===== config.mk =====
export PLATFORM = sky130hd
export DESIGN_NAME = tri_pfd
export DESIGN_NICKNAME = d
export VERILOG_FILES = /design/src/rtl/tri_pfd_pkg.sv /design/src/rtl/pfd_edge_sampler.sv /design/src/rtl/pfd_state_core.sv /design/src/rtl/pfd_drive_encoder.sv /design/src/rtl/tri_pfd.sv
export SDC_FILE = /design/constraint.sdc
export NUM_CORES = 1
export LEC_CHECK = 0
export ABC_CLOCK_PERIOD_IN_PS = 1300
export BUFFER_PORTS_ARGS = -buffer_cell sky130_fd_sc_hd__buf_2
export CORE_AREA = 2 2 39 41
export DETAILED_ROUTE_END_ITERATION = 8
export DIE_AREA = 0 0 41 43
export HOLD_SLACK_MARGIN = 0.12
export PLACE_DENSITY = 0.47
export SLEW_MARGIN = 20
export SYNTH_ARGS = -nofsm -noshare
export SYNTH_HDL_FRONTEND = slang
export SYNTH_SLANG_ARGS = --single-unit

===== constraint.sdc =====
create_clock -name clk -period 1.3 [get_ports clk]
set_input_delay 0.26 -clock clk [delete_from_list [all_inputs] [get_ports clk]]
set_output_delay 0.26 -clock clk [all_outputs]
set_load 0.05 [all_outputs]

===== src/rtl/tri_pfd_pkg.sv =====
package tri_pfd_pkg;

    // Two-bit phase state; code 2'b11 is never entered by a legal step
    typedef enum logic [1:0] {
        ST_ZERO = 2'b00,
        ST_LEAD = 2'b01,
        ST_LAG  = 2'b10,
        ST_BAD  = 2'b11
    } pfd_state_e;

    typedef struct packed {
        logic en;   // 1: charge pump driven, 0: high impedance
        logic pol;  // 1: source, 0: sink
    } pump_drive_t;

    // One step of the saturating up/down machine
    function automatic pfd_state_e step_state(input pfd_state_e cur,
                                              input logic       ref_ev,
                                              input logic       fb_ev);
        pfd_state_e nxt;
        nxt = cur;
        case (cur)
            ST_ZERO: begin
                if (ref_ev && !fb_ev)      nxt = ST_LEAD;
                else if (fb_ev && !ref_ev) nxt = ST_LAG;
            end
            ST_LEAD: begin
                if (fb_ev && !ref_ev)      nxt = ST_ZERO;
            end
            ST_LAG: begin
                if (ref_ev && !fb_ev)      nxt = ST_ZERO;
            end
            default: nxt = ST_ZERO;
        endcase
        return nxt;
    endfunction

    function automatic pump_drive_t drive_of(input pfd_state_e st);
        pump_drive_t d;
        d.en  = (st == ST_LEAD) || (st == ST_LAG);
        d.pol = (st == ST_LEAD);
        return d;
    endfunction

endpackage


===== src/rtl/pfd_edge_sampler.sv =====
module pfd_edge_sampler #(
    parameter int SYNC_STAGES   = 2,
    parameter bit ACTIVE_RISING = 1'b1
) (
    input  logic clk,
    input  logic rst,
    input  logic async_in,
    output logic event_o
);
    localparam int MSB = SYNC_STAGES - 1;

    logic [MSB:0] sync_q;
    logic         hist_q;

    always_ff @(posedge clk) begin
        if (rst) begin
            sync_q <= '0;
            hist_q <= 1'b0;
        end else begin
            sync_q <= {sync_q[MSB-1:0], async_in};
            hist_q <= sync_q[MSB];
        end
    end

    generate
        if (ACTIVE_RISING) begin : g_rise
            assign event_o = sync_q[MSB] & ~hist_q;
        end else begin : g_fall
            assign event_o = ~sync_q[MSB] & hist_q;
        end
    endgenerate

    AST_EVENT_ONE_CYCLE: assert property (@(posedge clk) disable iff (rst)
        event_o |=> !event_o);

endmodule


===== src/rtl/pfd_state_core.sv =====
module pfd_state_core
    import tri_pfd_pkg::*;
(
    input  logic       clk,
    input  logic       rst,
    input  logic       ref_ev,
    input  logic       fb_ev,
    output pfd_state_e state_o
);
    pfd_state_e state_q;

    always_ff @(posedge clk) begin
        if (rst) state_q <= ST_ZERO;
        else     state_q <= step_state(state_q, ref_ev, fb_ev);
    end

    assign state_o = state_q;

    AST_RESET_NEUTRAL: assert property (@(posedge clk)
        rst |=> state_q == ST_ZERO);
    AST_REF_FROM_ZERO: assert property (@(posedge clk) disable iff (rst)
        (state_q == ST_ZERO && ref_ev && !fb_ev) |=> state_q == ST_LEAD);
    AST_LEAD_SATURATE: assert property (@(posedge clk) disable iff (rst)
        (state_q == ST_LEAD && ref_ev && !fb_ev) |=> state_q == ST_LEAD);
    AST_FB_FROM_LEAD: assert property (@(posedge clk) disable iff (rst)
        (state_q == ST_LEAD && fb_ev && !ref_ev) |=> state_q == ST_ZERO);
    AST_LAG_SATURATE: assert property (@(posedge clk) disable iff (rst)
        (state_q == ST_LAG && fb_ev && !ref_ev) |=> state_q == ST_LAG);
    AST_COINCIDENT_HOLD: assert property (@(posedge clk) disable iff (rst)
        (ref_ev && fb_ev) |=> $stable(state_q));
    AST_STATE_LEGAL: assert property (@(posedge clk) disable iff (rst)
        state_q != ST_BAD);

endmodule


===== src/rtl/pfd_drive_encoder.sv =====
module pfd_drive_encoder
    import tri_pfd_pkg::*;
(
    input  pfd_state_e  state_i,
    output logic        up_o,
    output logic        dn_o,
    output pump_drive_t drive_o
);
    always_comb begin
        up_o    = (state_i == ST_LEAD);
        dn_o    = (state_i == ST_LAG);
        drive_o = drive_of(state_i);
    end

endmodule


===== src/rtl/tri_pfd.sv =====
module tri_pfd
    import tri_pfd_pkg::*;
#(
    parameter int SYNC_STAGES   = 2,
    parameter bit ACTIVE_RISING = 1'b1
) (
    input  logic clk,
    input  logic rst,
    input  logic ref_in,
    input  logic fb_in,
    output logic up_o,
    output logic dn_o,
    output logic drv_en_o,
    output logic drv_pol_o
);
    logic        ref_ev;
    logic        fb_ev;
    pfd_state_e  state;
    pump_drive_t drive;

    pfd_edge_sampler #(.SYNC_STAGES(SYNC_STAGES), .ACTIVE_RISING(ACTIVE_RISING)) u_ref_sampler (
        .clk(clk), .rst(rst), .async_in(ref_in), .event_o(ref_ev)
    );

    pfd_edge_sampler #(.SYNC_STAGES(SYNC_STAGES), .ACTIVE_RISING(ACTIVE_RISING)) u_fb_sampler (
        .clk(clk), .rst(rst), .async_in(fb_in), .event_o(fb_ev)
    );

    pfd_state_core u_core (
        .clk(clk), .rst(rst), .ref_ev(ref_ev), .fb_ev(fb_ev), .state_o(state)
    );

    pfd_drive_encoder u_encoder (
        .state_i(state), .up_o(up_o), .dn_o(dn_o), .drive_o(drive)
    );

    assign drv_en_o  = drive.en;
    assign drv_pol_o = drive.pol;

    AST_NO_BOTH_PULSES: assert property (@(posedge clk) disable iff (rst)
        !(up_o && dn_o));
    AST_HIZ_WHEN_IDLE: assert property (@(posedge clk) disable iff (rst)
        (!up_o && !dn_o) |-> !drv_en_o);
    AST_SOURCE_ON_UP: assert property (@(posedge clk) disable iff (rst)
        up_o |-> (drv_en_o && drv_pol_o));

endmodule


==> summary.txt <==
Outcome
  • Status: finished, violations left
  • Failing checks: setup timing

Logic synthesis
  • Mapped Nets: 45
  • #FFs+latches synth: 8
  • Synth top area cells: dfxtp_1 43%, ha_1 17%, nor2b_1 10%
  • Share of the synthesized area in the top cell type: 42.52%
  • Synth warn: 0
  • Seq/Total Area, Yosys: 42.52%
  • Mean post-synth cell area: 10.46 um2
  • Unique masters post-synth: 14
  • Area leader, netlist: dfxtp_1
  • Mapped cell area: 376.6 um2
  • Synthesized instance count: 36

GRT
  • Initial antenna violation count: 0
  • Gr ovfl total: 0
  • Vias in the first global route: 260
  • Largest net degree at the start of global routing: 11
  • First-pass GRT wire length: 1041 um
  • All-Layer GR Usage: 9.677%

Routing
  • Drt pass-1 iters: 2
  • Vias per cell: 4.219
  • DR WL met3: 25 um
  • DRC errors left: 0
  • Wirelength per Cell: 10.50 um
  • Antenna viol nets, final: 0
  • Drt total wl: 672 um
  • DR top layer: met3
  • DR iter-0 viols: 3
  • Metal-1 WL: 288 um
  • Vias: 270
  • Met2 WL: 358 um

Placement
  • Number of port buffers: 7
  • Placer congestion estimate: 0.6194
  • Placed Instance Area: 446.7 um2
  • Setup WS pre-CTS: -0.008454 ns

Timing
  • Fmax: 763.5 MHz
  • Post-layout min period: 1.310 ns
  • RSZ-0062 raised after global routing: true
  • Worst Tran Pin Value: 0.2139 ns
  • Final Cycle Share: 100.8%
  • Max Clock Skew: 0.003360 ns
  • Final hold vios: 0
  • Final worst slack: -0.009809 ns
  • Fin Hold WS: 0.2189 ns
  • Final Slew Violations: 0
  • Max_slew headroom: 85.58%
  • Setup violation total in the final timing report: 2

Finish
  • Layout Utilization: 43.22%
  • Area delta synth->final: 58.80%
  • Nets: 59
  • Multi-input gate area: 272.8 um2
  • Layout cells sized above 1: 68.75%
  • Reg area: 165.2 um2
  • Layout fillers: 142
  • Design Area, Final: 598.1 um2
  • ANT cells: 0

Power and ir drop
  • PwrDens: 1638 mW/mm2
  • Leak pwr: 0.2464 nW
  • Total design power: 0.9798 mW
  • VDD IR-drop max: 0.6096 mV

Clocking
  • CTS H-tree depth: 1
  • CTS tree: done
  • Root buffer cell: clkbuf_4
  • Post-cts hold buffer count: 0
  • Total CTS buffers: 3
  • Clock transition at path regs: 0.05 ns
  • Worst-Skew Late Latency: 0.25 ns
  • Clock Sinks: 8
  • Longest Clk Path Bufs: 2

Run
  • Max-cap violation count: 0

Die
  • Core ar.: 0.001384 mm2
  • Die area: 0.001763 mm2
  • Std-Cell Rows: 14
  • Initial Util: 27.22%
  • Die X-Extent: 41 um
  • Die height: 43 um
  • # IOs: 8

Worst setup path
  • Req. time, crit path: 1.04 ns
  • Worst Path Arrival: 1.05 ns
  • CP max FO: 3
  • CP startpoint kind: flop
  • Critical path capture point type: primary output
  • WS Path Type: flop to primary output

Min path
  • Hold Crit Class: primary input to flop
[flip-flops by register name (all words and copies together), names as in the netlist]
signal	count
u_fb_sampler.hist_q	1
u_core.state_o	2
u_ref_sampler.sync_q	2
u_ref_sampler.hist_q	1
u_fb_sampler.sync_q	2
[final timing paths]
path                            depth (start not counted)                               start                                 end  slack [ns]
worst min register to register                          1  u_ref_sampler.sync_q[0]$_SDFF_PP0_  u_ref_sampler.sync_q[1]$_SDFF_PP0_        0.44
worst max-delay path                                    3      u_core.state_o[0]$_SDFFE_PP0P_                                dn_o       -0.01
worst max register to register                          6     u_ref_sampler.hist_q$_SDFF_PP0_      u_core.state_o[1]$_SDFFE_PP0P_        0.01
worst min-delay path                                    2                              ref_in  u_ref_sampler.sync_q[0]$_SDFF_PP0_        0.22
[logic make-up after synthesis]
kind of cell / Yosys count / synth area share [%]
compound gates: 4 / 8.969
fa+ha+maj: 5 / 16.61
buf+inv: 6 / 6.978
flops: 8 / 42.52
simple gates: 13 / 24.92
[placed cells by master, fill, tap and decap left out]
master	netlist	final
a311o_1	2	2
buf_2	0	3
buf_4	1	3
buf_6	0	1
buf_8	0	3
clkbuf_4	0	3
dfxtp_1	8	4
dfxtp_2	0	4
ha_2	0	1
ha_4	0	4
inv_1	5	1
inv_2	0	2
inv_4	0	2
nand2_2	0	1
nand2b_4	1	4
nand3_2	1	1
nand3b_1	1	1
nor2b_1	6	6
o21ai_1	1	1
o41ai_2	0	1
[repair_timing]
action | in CTS | in global routing
pin swaps | 1 | 4
setup buffers | 0 | 2
setup endpoints to repair | 6 | 6
cloned | 0 | 0
resized for setup | 17 | 13
[synth_stat cells]
master    count
a311o_1       2
buf_4         1
dfxtp_1       8
ha_1          5
inv_1         5
nand2_1       1
nand2b_1      2
nand2b_2      1
nand2b_4      1
nand3_2       1
nand3b_1      1
nor2b_1       6
o21ai_1       1
o41ai_1       1
[worst max-delay path: stages, from the launching register on]
cell and delay, ns:
dfxtp_2 0.32, inv_2 0.08, ha_2 0.24, buf_8 0.16
[stage by stage]
| stage | setup TNS [ns] | cells |
|---|---|---|
| floorplan | 0 | 36 |
| global placement | 0 | 59 |
| detailed placement | -0.008454 | 59 |
| CTS | -0.1004 | 62 |
| global route | -0.1795 | 64 |
| finish | -0.01206 | 64 |
[report_power, final]
group / total [mW] / internal, mW / switching (mW)
Sequential: 0.293 / 0.273 / 0.0198
Clock: 0.184 / 0.105 / 0.0790
Combinational: 0.503 / 0.225 / 0.278
Total: 0.980 / 0.603 / 0.377
[area by class of cell]
class / instances / share of cell area (%)
clock buffer: 3 / 3.766
inverter: 5 / 3.975
multi-input combinational: 22 / 45.61
sequential: 8 / 27.61
tap: 16 / 3.347
timing repair buffer: 10 / 15.69
[layer usage]
layer  GRT usage, %  vias to the layer above
li1               -                      141
met1          10.75                      123
met2          12.19                        6
met3          4.712                        0
met4          10.00                        0
met5              0                        -
Power figures use the tool's default switching activity.
